===== config.mk =====
export PLATFORM = sky130hd
export DESIGN_NAME = resp_gen
export DESIGN_NICKNAME = d
export VERILOG_FILES = /design/src/rtl/resp_pkg.sv /design/src/rtl/resp_access_chk.sv /design/src/rtl/resp_page_chk.sv /design/src/rtl/resp_wait_timer.sv /design/src/rtl/resp_gen.sv
export SDC_FILE = /design/constraint.sdc
export NUM_CORES = 1
export LEC_CHECK = 0
export ABC_AREA = 1
export CAP_MARGIN = 0
export CORE_AREA = 2 2 39 41
export DETAILED_ROUTE_END_ITERATION = 16
export DIE_AREA = 0 0 41 43
export PLACE_DENSITY = 0.64
export SETUP_SLACK_MARGIN = 0.02
export SLEW_MARGIN = 20
export SYNTH_ARGS = -nofsm -noshare
export SYNTH_HDL_FRONTEND = slang
export SYNTH_HIERARCHICAL = 1
export SYNTH_SLANG_ARGS = --single-unit

===== constraint.sdc =====
create_clock -name clk_i -period 0.95 [get_ports clk_i]
set_input_delay 0.19 -clock clk_i [delete_from_list [all_inputs] [get_ports clk_i]]
set_output_delay 0.19 -clock clk_i [all_outputs]
set_load 0.005 [all_outputs]

===== src/rtl/resp_pkg.sv =====
package resp_pkg;
  typedef enum logic [2:0] {
    RSP_DONE    = 3'b000,
    RSP_ERROR   = 3'b001,
    RSP_LAST    = 3'b010,
    RSP_RETRACT = 3'b011,
    RSP_WAIT    = 3'b100,
    RSP_RETNEXT = 3'b111
  } resp_e;

  localparam logic [1:0] TR_IDLE = 2'b00;
  localparam logic [1:0] TR_AONLY = 2'b01;
  localparam logic [1:0] TR_NSEQ = 2'b10;
  localparam logic [1:0] TR_SEQ = 2'b11;

  function automatic logic is_data(input logic [1:0] tr);
    return (tr == TR_NSEQ) || (tr == TR_SEQ);
  endfunction
endpackage


===== src/rtl/resp_access_chk.sv =====
module resp_access_chk #(
  parameter int unsigned ADDR_W  = 16,
  parameter int unsigned RO_BASE = 'hC000
) (
  input  logic [ADDR_W-1:0] addr_i,
  input  logic              write_i,
  output logic              deny_o
);
  localparam logic [ADDR_W-1:0] RoBase = ADDR_W'(RO_BASE);

  assign deny_o = write_i && (addr_i >= RoBase);
endmodule


===== src/rtl/resp_page_chk.sv =====
module resp_page_chk #(
  parameter int unsigned PAGE_BYTES = 64,
  parameter int unsigned BEAT_BYTES = 4,
  localparam int unsigned PageLsb = (PAGE_BYTES > 1) ? $clog2(PAGE_BYTES) : 1
) (
  input  logic [PageLsb-1:0] ofs_i,
  output logic               page_end_o
);
  generate
    if (PAGE_BYTES <= BEAT_BYTES) begin : g_every
      // a page holds one beat: every beat closes it
      assign page_end_o = 1'b1;
    end else begin : g_cmp
      localparam logic [PageLsb-1:0] EndOfs = PageLsb'(PAGE_BYTES - BEAT_BYTES);
      assign page_end_o = (ofs_i == EndOfs);
    end
  endgenerate
endmodule


===== src/rtl/resp_wait_timer.sv =====
module resp_wait_timer #(
  parameter int unsigned MAX_WAITS = 3
) (
  input  logic clk_i,
  input  logic rst_ni,
  input  logic clr_i,
  input  logic inc_i,
  input  logic arm_i,
  output logic limit_o,
  output logic pend_o
);
  generate
    if (MAX_WAITS == 0) begin : g_basic
      // retract disabled: guaranteed-completion slave
      assign limit_o = 1'b0;
      assign pend_o  = 1'b0;
    end else begin : g_timer
      localparam int unsigned CntW = $clog2(MAX_WAITS + 1);
      localparam logic [CntW-1:0] Lim = CntW'(MAX_WAITS);
      logic [CntW-1:0] cnt_q;
      logic            pend_q;

      always_ff @(posedge clk_i or negedge rst_ni) begin
        if (!rst_ni) begin
          cnt_q  <= '0;
          pend_q <= 1'b0;
        end else begin
          pend_q <= arm_i;
          if (clr_i)      cnt_q <= '0;
          else if (inc_i) cnt_q <= cnt_q + 1'b1;
        end
      end

      assign limit_o = (cnt_q == Lim);
      assign pend_o  = pend_q;
    end
  endgenerate
endmodule


===== src/rtl/resp_gen.sv =====
module resp_gen
  import resp_pkg::*;
#(
  parameter int unsigned ADDR_W     = 16,
  parameter int unsigned MAX_WAITS  = 3,
  parameter int unsigned PAGE_BYTES = 64,
  parameter int unsigned BEAT_BYTES = 4,
  parameter int unsigned RO_BASE    = 'hC000
) (
  input  logic              clk_i,
  input  logic              rst_ni,
  input  logic              sel_i,
  input  logic [1:0]        trans_i,
  input  logic [ADDR_W-1:0] addr_i,
  input  logic              write_i,
  input  logic              ready_i,
  output logic              drive_o,
  output logic              wait_o,
  output logic              last_o,
  output logic              error_o
);
  localparam int unsigned PageLsb = (PAGE_BYTES > 1) ? $clog2(PAGE_BYTES) : 1;

  logic  deny, page_end, limit, pend;
  logic  clr, inc, arm;
  resp_e code;

  resp_access_chk #(.ADDR_W(ADDR_W), .RO_BASE(RO_BASE)) u_access (
    .addr_i (addr_i),
    .write_i(write_i),
    .deny_o (deny)
  );

  resp_page_chk #(.PAGE_BYTES(PAGE_BYTES), .BEAT_BYTES(BEAT_BYTES)) u_page (
    .ofs_i     (addr_i[PageLsb-1:0]),
    .page_end_o(page_end)
  );

  resp_wait_timer #(.MAX_WAITS(MAX_WAITS)) u_timer (
    .clk_i  (clk_i),
    .rst_ni (rst_ni),
    .clr_i  (clr),
    .inc_i  (inc),
    .arm_i  (arm),
    .limit_o(limit),
    .pend_o (pend)
  );

  always_comb begin
    code = RSP_DONE;
    clr  = 1'b1;
    inc  = 1'b0;
    arm  = 1'b0;
    if (!sel_i) begin
      code = RSP_DONE;
    end else if (pend) begin
      code = RSP_RETRACT;
    end else if (!is_data(trans_i)) begin
      code = RSP_DONE;
    end else if (deny) begin
      code = RSP_ERROR;
    end else if (!ready_i) begin
      if (limit) begin
        code = RSP_RETNEXT;
        arm  = 1'b1;
      end else begin
        code = RSP_WAIT;
        inc  = 1'b1;
        clr  = 1'b0;
      end
    end else if (page_end) begin
      code = RSP_LAST;
    end else begin
      code = RSP_DONE;
    end
  end

  assign drive_o = sel_i;
  assign wait_o  = sel_i & code[2];
  assign last_o  = sel_i & code[1];
  assign error_o = sel_i & code[0];
endmodule


==> impl_metrics.json, run 1 <==
{
  "outcome": "finished, violations left",
  "violations": "setup timing",
  "clk_pin_slew_ps": 30,
  "insertion_delay_ps": 230,
  "drive_gt1_frac": 0.315,
  "arrival_ps": 1120,
  "ys_seq_area_frac": 0.282,
  "yosysTopAreaCellShare": 0.282,
  "fmax_ghz": 0.762,
  "drc": 0,
  "root_buffer": "clkbuf_4",
  "drv_slew": 0,
  "p_leak_nw": 0.316,
  "cp_max_fo": 2,
  "avgSynthCellArea_sq_um": 5.79,
  "ys_ff_latch": 3,
  "grt_pass1_vias": 280,
  "yosysTopAreaCell": "dfrtp_1",
  "synth_fp_nets": 70,
  "grt_pass1_wl_microns": 1060,
  "drt-initial-drc-count": 3,
  "use_met2": 0.119,
  "hold_class": "in -> async",
  "ir_drop_uv": 846,
  "hpwl_microns": 543,
  "hold_viol": 0,
  "h-tree-depth": 1,
  "routabilityCongestion": 0.730,
  "io_buffers": 17,
  "yosys-top-cells-count": "18 x nand2_1, 9 x inv_1, 8 x nor2_1, 3 x dfrtp_1, 3 x nor2_2",
  "gr-max-usage-layer": "met2",
  "area_growth_pct": 95.3,
  "post-route-period-util": 1.38,
  "crit_path_end_kind": "output port",
  "p_total_mw": 0.441,
  "vias": 342,
  "cts.path.max_buffers": 2,
  "worst_pin_slew_ps": 134,
  "num_rows": 14,
  "rsz0062_at_grt": "true",
  "cp_data_required_time_ps": 760,
  "grt_max_degree": 5,
  "layout_min_cycle_time_ps": 1310,
  "grt.total_usage": 0.0885,
  "clock-sinks": 3,
  "grt-ovfl-total": 0,
  "holdWs_ps": 143,
  "antenna_found_initial": 0,
  "io_pins": 27,
  "finish.utilization": 0.376,
  "slew_headroom": 0.911,
  "synth-async-reset-ratio": 1.00,
  "synth_edf_count": 0,
  "yosysMostFrequentCell": "nand2_1",
  "vias_per_cell": 3.84,
  "ant_nets": 0,
  "synth.top_cells.by_area": "dfrtp_1 28%, nand2_1 25%, inv_1 13%",
  "coreArea_sq_um": 1380,
  "tns_ps": -1360,
  "die_y_microns": 43,
  "powerDensity_nw_per_um2": 846,
  "nets": 98,
  "cts_tree": "yes",
  "synth_cells": 46,
  "first_pass_iters": 4,
  "synth_area_sq_um": 267,
  "met1_usage": 0.107,
  "synthFlopType": "dfrtp_1",
  "synth_cell_type_count": 10,
  "pre_cts_slack_ps": -782,
  "cts_buffers": 3,
  "skew_ps": 2.50,
  "worst-setup-path-type": "reg -> out",
  "diodes": 0,
  "ys_warn_count": 6,
  "fin_ws_ps": -362,
  "wirelength_microns": 641,
  "die_w_microns": 41,
  "routedWlPerCell_microns": 7.20,
  "start_util": 0.193,
  "cp-start-kind": "flop",
  "cap_violations": 0,
  "die_area_sq_um": 1760,
  "setup_viol": 5,
  "use_met3": 0.0576
}
## layer usage
| metal | up-vias | routed length, microns |
|---|---|---|
| li1 | 188 | - |
| met1 | 138 | 264 |
| met2 | 16 | 262 |
| met3 | 0 | 114 |
| met4 | 0 | 0 |
| met5 | - | 0 |
## critical path, cell delays in order, from the launching register on
cell and delay [ps]:
dfrtp_1 370, ha_2 200, nand2_2 60, nand2_1 40, nand2_1 60, nand2_1 40
buf_2 120
## state kept, by name, summed over array words and instances (netlist names)
signal                 flops
u_timer/g_timer.cnt_q      2
u_timer/pend_o             1
## through the flow
| stage | instances | cell area, sq um |
|---|---|---|
| global placement | 83 | 492 |
| detailed placement | 83 | 492 |
| CTS | 89 | 514 |
| finish | 89 | 520 |
| global route | 89 | 520 |
| floorplan | 46 | 272 |
## worst paths after layout
| kind | cells after the start | start | slack (ps) | to |
|---|---|---|---|---|
| worst max-delay path | 6 | u_timer/g_timer.cnt_q[0]$_DFFE_PN0P_ | -360 | error_o |
| min in group clk_i | 2 | u_timer/g_timer.cnt_q[1]$_DFFE_PN0P_ | 490 | u_timer/g_timer.cnt_q[1]$_DFFE_PN0P_ |
| worst min-delay path | 1 | rst_ni | 140 | u_timer/pend_o$_DFF_PN0_ |
| worst max register to register | 7 | u_timer/g_timer.cnt_q[0]$_DFFE_PN0P_ | -210 | u_timer/g_timer.cnt_q[0]$_DFFE_PN0P_ |
| worst min register to register | 2 | u_timer/g_timer.cnt_q[1]$_DFFE_PN0P_ | 490 | u_timer/g_timer.cnt_q[1]$_DFFE_PN0P_ |
| max in group asynchronous | 1 | rst_ni | 670 | u_timer/g_timer.cnt_q[0]$_DFFE_PN0P_ |
## cell usage in the layout (no fill, tap or decap)
| cell type | n |
|---|---|
| inv_2 | 1 |
| buf_2 | 3 |
| dfrtp_1 | 3 |
| inv_1 | 8 |
| nor2_4 | 1 |
| nand3_2 | 1 |
| buf_4 | 6 |
| clkbuf_1 | 1 |
| nor2_1 | 5 |
| nor2_2 | 5 |
| clkbuf_4 | 3 |
| dlygate4sd2_1 | 11 |
| nand4_1 | 1 |
| clkdlybuf4s50_1 | 3 |
| nand3_1 | 1 |
| nand2_2 | 1 |
| nand2_1 | 17 |
| ha_2 | 1 |
| buf_6 | 1 |
## power by group
part / switching [mW] / internal [mW] / total (mW)
Combinational: 0.0388 / 0.0589 / 0.0977
Clock: 0.0568 / 0.157 / 0.213
Sequential: 0.000265 / 0.129 / 0.129
Total: 0.0959 / 0.345 / 0.441
## layout make-up
type                       instances  area, sq um
inverter                           9         33.8
clock buffer                       4         26.3
timing repair buffer              24          198
multi-input combinational         33          168
sequential                         3         75.1
tap                               16         20.0
fill                             153          863
## timing repair
action / 4_1_cts / 5_1_grt
setup buffers: 2 / 0
resized for setup: 26 / 2
pin swaps: 13 / 2
hold endpoints to repair: 0 / 0
hold buffers: 0 / 0
setup endpoints to repair: 7 / 6
## kinds of logic after synthesis
| kind of cell | after synthesis | share of synthesized area |
|---|---|---|
| DFF | 3 | 0.282 |
| and+or+nand+nor | 32 | 0.516 |
| buffers and inverters | 10 | 0.155 |
| adders and majority gates | 1 | 0.0469 |
(Power assumes the default switching activity.)
==> run 2, diff against run 1 <==
Settings changed: DONT_BUFFER_PORTS set to 1, PLACE_DENSITY 0.64 to unset, PLACE_DENSITY_LB_ADDON set to 0.05.
==> run 2 against run 1 <==
  * The flow still finishes with violations (setup timing)
  * Power fell by 7.9%
  * Critical path type unchanged
  * Routed wire length up 4.2%
  * Final cell count shrank 16%
  * Core utilization down 7.1 points
  * Critical path depth fell by 1
  * Sequential cell count is the same
  * Worst hold slack gained 47 ps
  * Design area decreased by 19%
==> impl_metrics.json, run 2 (same netlist as run 1, synthesis figures left out) <==
{
  "cp_max_fo": 2,
  "drc": 0,
  "routabilityCongestion": 0.622,
  "drt-initial-drc-count": 2,
  "r2r_slack_ps": -210,
  "arrival_ps": 1030,
  "die_w_microns": 41,
  "wirelength_microns": 668,
  "largest_reg_flops": 2,
  "drv_slew": 0,
  "top_register": "u_timer/g_timer.cnt_q",
  "grt_pass1_vias": 284,
  "grt_max_degree": 5,
  "cts_tree": "yes",
  "hpwl_microns": 531,
  "slew_headroom": 0.863,
  "area_growth_pct": 58.7,
  "endpoint": "last_o",
  "num_rows": 14,
  "final_cell_mix": "16 x nand2_1, 7 x inv_1, 7 x buf_4",
  "first_pass_iters": 4,
  "tns_ps": -1230,
  "pre_cts_slack_ps": -127,
  "post-route-period-util": 1.29,
  "routedWlPerCell_microns": 8.91,
  "crit_path_end_kind": "output port",
  "cts.path.max_buffers": 2,
  "finish.utilization": 0.306,
  "r2r-end": "u_timer/g_timer.cnt_q[0]$_DFFE_PN0P_",
  "clk_pin_slew_ps": 40,
  "rsz0062_at_grt": "true",
  "start_util": 0.193,
  "cp_data_required_time_ps": 760,
  "fin_ws_ps": -272,
  "ir_drop_uv": 410,
  "cap_violations": 0,
  "cp-start-kind": "flop",
  "die_area_sq_um": 1760,
  "seq_area_sq_um": 75.1,
  "ant_nets": 0,
  "io_buffers": 0,
  "root_buffer": "clkbuf_4",
  "multi_input_area_sq_um": 178,
  "insertion_delay_ps": 230,
  "rr_startpoint": "u_timer/g_timer.cnt_q[1]$_DFFE_PN0P_",
  "grt_pass1_wl_microns": 1050,
  "hold_viol": 0,
  "coreArea_sq_um": 1380,
  "io_pins": 27,
  "die_y_microns": 43,
  "cts_buffers": 3,
  "fmax_ghz": 0.818,
  "violations": "setup timing",
  "layout.filler_cells": 168,
  "p_leak_nw": 0.240,
  "clock-sinks": 3,
  "crit_start": "u_timer/g_timer.cnt_q[1]$_DFFE_PN0P_",
  "vias": 298,
  "antenna_found_initial": 0,
  "h-tree-depth": 1,
  "drive_gt1_frac": 0.390,
  "nets": 84,
  "diodes": 0,
  "final_common_cell": "nand2_1",
  "worst-setup-path-type": "reg -> out",
  "grt-ovfl-total": 0,
  "powerDensity_nw_per_um2": 959,
  "worst_pin_slew_ps": 205,
  "layout_min_cycle_time_ps": 1220,
  "hold_class": "in -> reg",
  "r2r_cells": 7,
  "vias_per_cell": 3.97,
  "skew_ps": 0.980,
  "setup_viol": 6,
  "outcome": "finished, violations left",
  "grt.total_usage": 0.0854
}
-- run 2: timing repair --
action | in CTS | in global routing
pin swaps | 7 | 5
endpoints found under the setup margin | 5 | 6
setup buffers | 5 | 1
hold buffers | 1 | 0
hold endpoints to repair | 3 | 0
resized for setup | 3 | 7
-- run 2: layout make-up --
cell class | count | area share
clock buffer | 4 | 0.0621
inverter | 9 | 0.0917
multi-input combinational | 33 | 0.420
sequential | 3 | 0.178
tap | 16 | 0.0473
timing repair buffer | 10 | 0.201
-- run 2: per-layer routing --
metal,track usage,vias to the layer above,share of wire
met5,0,-,0
met4,0.0600,0,0
met3,0,0,0.057
met2,0.144,7,0.57
met1,0.0968,133,0.37
li1,-,158,-
-- run 2: worst max-delay path, stage by stage (launching register included) --
cell and delay [ps]:
dfrtp_1 400, ha_4 180, nand2_2 60, nand2_1 50, nand2_1 50, nand2_1 60
-- run 2: power breakdown --
group	switching, mW	internal, mW	total (mW)
sequential	0.000405	0.129	0.129
clock	0.0608	0.157	0.218
combinational	0.0298	0.0287	0.0585
total	0.0910	0.315	0.406
-- run 2: worst min-delay path by stage --
stage / depth (start not counted) / endpoint / slack, ps / startpoint
floorplan: 0 / u_timer/g_timer.cnt_q[0]$_DFFE_PN0P_ / -110 / rst_ni
global placement: 0 / u_timer/g_timer.cnt_q[1]$_DFFE_PN0P_ / -110 / rst_ni
detailed placement: 0 / u_timer/g_timer.cnt_q[1]$_DFFE_PN0P_ / -110 / rst_ni
CTS: 3 / u_timer/pend_o$_DFF_PN0_ / 170 / trans_i[1]
global route: 3 / u_timer/pend_o$_DFF_PN0_ / 190 / trans_i[1]
finish: 3 / u_timer/pend_o$_DFF_PN0_ / 190 / trans_i[1]
-- run 2: per-stage QoR --
stage	hold slack (ps)	power, mW	std cells	area [sq um]
5_1_grt	194	0.432	75	423
2_1_floorplan	-106	0.163	46	272
4_1_cts	169	0.417	74	387
6_report	190	0.406	75	423
3_3_place_gp	-105	0.169	65	314
3_5_place_dp	-105	0.171	65	314
==> run 3, diff against run 2 <==
Settings changed: DONT_BUFFER_PORTS 1 to unset.
==> run 3 against run 2 <==
  * The flow still finishes with violations (setup timing)
  * Final cell count is 21% higher
  * Clock power is 2% higher
  * Routed wire length is 10% higher
  * Worst hold slack worse by 55 ps
  * Design area is 28% higher
  * Combinational power is 69% higher
  * Via count is 17% higher
  * Sequential power hardly changed
  * Sequential cell count stayed put
  * Global-route usage is 1.1 points higher
  * Power is 11% higher
  * Critical endpoint is now error_o
==> impl_metrics.json, run 3 (same netlist as run 1, synthesis figures left out) <==
{
  "tns_ps": -1910,
  "rsz0062_at_grt": "true",
  "ir_drop_uv": 389,
  "root_buffer": "clkbuf_4",
  "grt.total_usage": 0.0967,
  "slew_headroom": 0.905,
  "insertion_delay_ps": 230,
  "grt_pass1_wl_microns": 1100,
  "routedWlPerCell_microns": 8.11,
  "cts_tree": "yes",
  "wirelength_microns": 738,
  "cp_data_required_time_ps": 760,
  "crit_path_end_kind": "output port",
  "p_leak_nw": 0.323,
  "hpwl_microns": 515,
  "outcome": "finished, violations left",
  "drv_slew": 0,
  "worst_pin_slew_ps": 142,
  "clock-sinks": 3,
  "setup_viol": 6,
  "gr-max-usage-layer": "met2",
  "grt_pass1_vias": 297,
  "clk_pin_slew_ps": 40,
  "hold_class": "in -> async",
  "cap_violations": 0,
  "fin_ws_ps": -352,
  "io_buffers": 17,
  "post-route-period-util": 1.37,
  "violations": "setup timing",
  "powerDensity_nw_per_um2": 831,
  "layout_min_cycle_time_ps": 1300,
  "final_cell_mix": "17 x nand2_1, 10 x dlygate4sd2_1, 8 x inv_1",
  "stdcell_area_sq_um": 543,
  "vias": 350,
  "fmax_ghz": 0.768,
  "final_common_cell": "nand2_1",
  "grt-ovfl-total": 0,
  "die_y_microns": 43,
  "num_rows": 14,
  "die_area_sq_um": 1760,
  "drive_gt1_frac": 0.333,
  "drc": 0,
  "cp-start-kind": "flop",
  "cts.path.max_buffers": 2,
  "h-tree-depth": 1,
  "met1_usage": 0.101,
  "largest_reg_flops": 2,
  "arrival_ps": 1110,
  "worst-setup-path-type": "reg -> out",
  "top_register": "u_timer/g_timer.cnt_q",
  "diodes": 0,
  "die_w_microns": 41,
  "hold_buffers": 0,
  "hold_viol": 0,
  "skew_ps": 1.54,
  "use_met2": 0.138,
  "antenna_found_initial": 0,
  "io_pins": 27,
  "finish.utilization": 0.392,
  "nets": 100,
  "first_pass_iters": 2,
  "coreArea_sq_um": 1380,
  "routabilityCongestion": 0.634,
  "use_met3": 0.0314,
  "cts_buffers": 3,
  "start_util": 0.193,
  "cp_max_fo": 2,
  "drt-initial-drc-count": 1,
  "area_growth_pct": 104,
  "dpl_cell_area_sq_um": 492,
  "vias_per_cell": 3.85,
  "holdWs_ps": 136,
  "grt_max_degree": 5,
  "ant_nets": 0
}
-- run 3: path summary, 6_finish.rpt --
| path | start | end | slack, ps | cells past startpoint |
|---|---|---|---|---|
| max | u_timer/g_timer.cnt_q[1]$_DFFE_PN0P_ | error_o | -350 | 6 |
| min | rst_ni | u_timer/g_timer.cnt_q[0]$_DFFE_PN0P_ | 140 | 1 |
| max reg2reg | u_timer/g_timer.cnt_q[1]$_DFFE_PN0P_ | u_timer/g_timer.cnt_q[1]$_DFFE_PN0P_ | -340 | 8 |
| min reg2reg | u_timer/g_timer.cnt_q[1]$_DFFE_PN0P_ | u_timer/g_timer.cnt_q[1]$_DFFE_PN0P_ | 500 | 2 |
| max in group asynchronous | rst_ni | u_timer/pend_o$_DFF_PN0_ | 680 | 1 |
| min in group clk_i | u_timer/g_timer.cnt_q[1]$_DFFE_PN0P_ | u_timer/g_timer.cnt_q[1]$_DFFE_PN0P_ | 500 | 2 |
-- run 3: stage by stage --
stage	power, mW	worst slack (ps)	std cells
2_1_floorplan	0.163	-23.0	46
3_3_place_gp	0.238	-797	83
3_5_place_dp	0.238	-798	83
4_1_cts	0.464	-370	90
5_1_grt	0.498	-441	91
6_report	0.451	-352	91
-- run 3: critical path: stages (launching register included) --
cell	delay, ps
dfrtp_1	380
ha_2	200
nand2_2	60
nand2_1	50
nand2_1	50
nand2_1	40
buf_2	120
-- run 3: final cells by class --
type                            count  area [sq um]
Multi-Input combinational cell     33           168
Inverter                            9          36.3
Sequential cell                     3          75.1
Fill cell                         169           841
Timing Repair Buffer               26           218
Tap cell                           16          20.0
Clock buffer                        4          26.3
-- run 3: power breakdown --
| group | leakage [nW] | internal, mW | switching [mW] |
|---|---|---|---|
| logic | 0.266 | 0.0579 | 0.0407 |
| clock network | 0.0150 | 0.157 | 0.0660 |
| registers | 0.0419 | 0.129 | 0.000225 |
-- run 3: metal layers --
metal  vias up  wire (microns)  share of wire
met3         0              34          0.046
li1        191               -              -
met1       152             310           0.42
met5         -               0              0
met4         0               0              0
met2         7             393           0.53
-- run 3: timing repair --
item | 4_1_cts | 5_1_grt
setup buffers | 4 | 2
setup endpoints to repair | 7 | 7
pin swaps | 16 | 5
resized for setup | 28 | 4
cloned | 0 | 0
hold endpoints to repair | 0 | 0
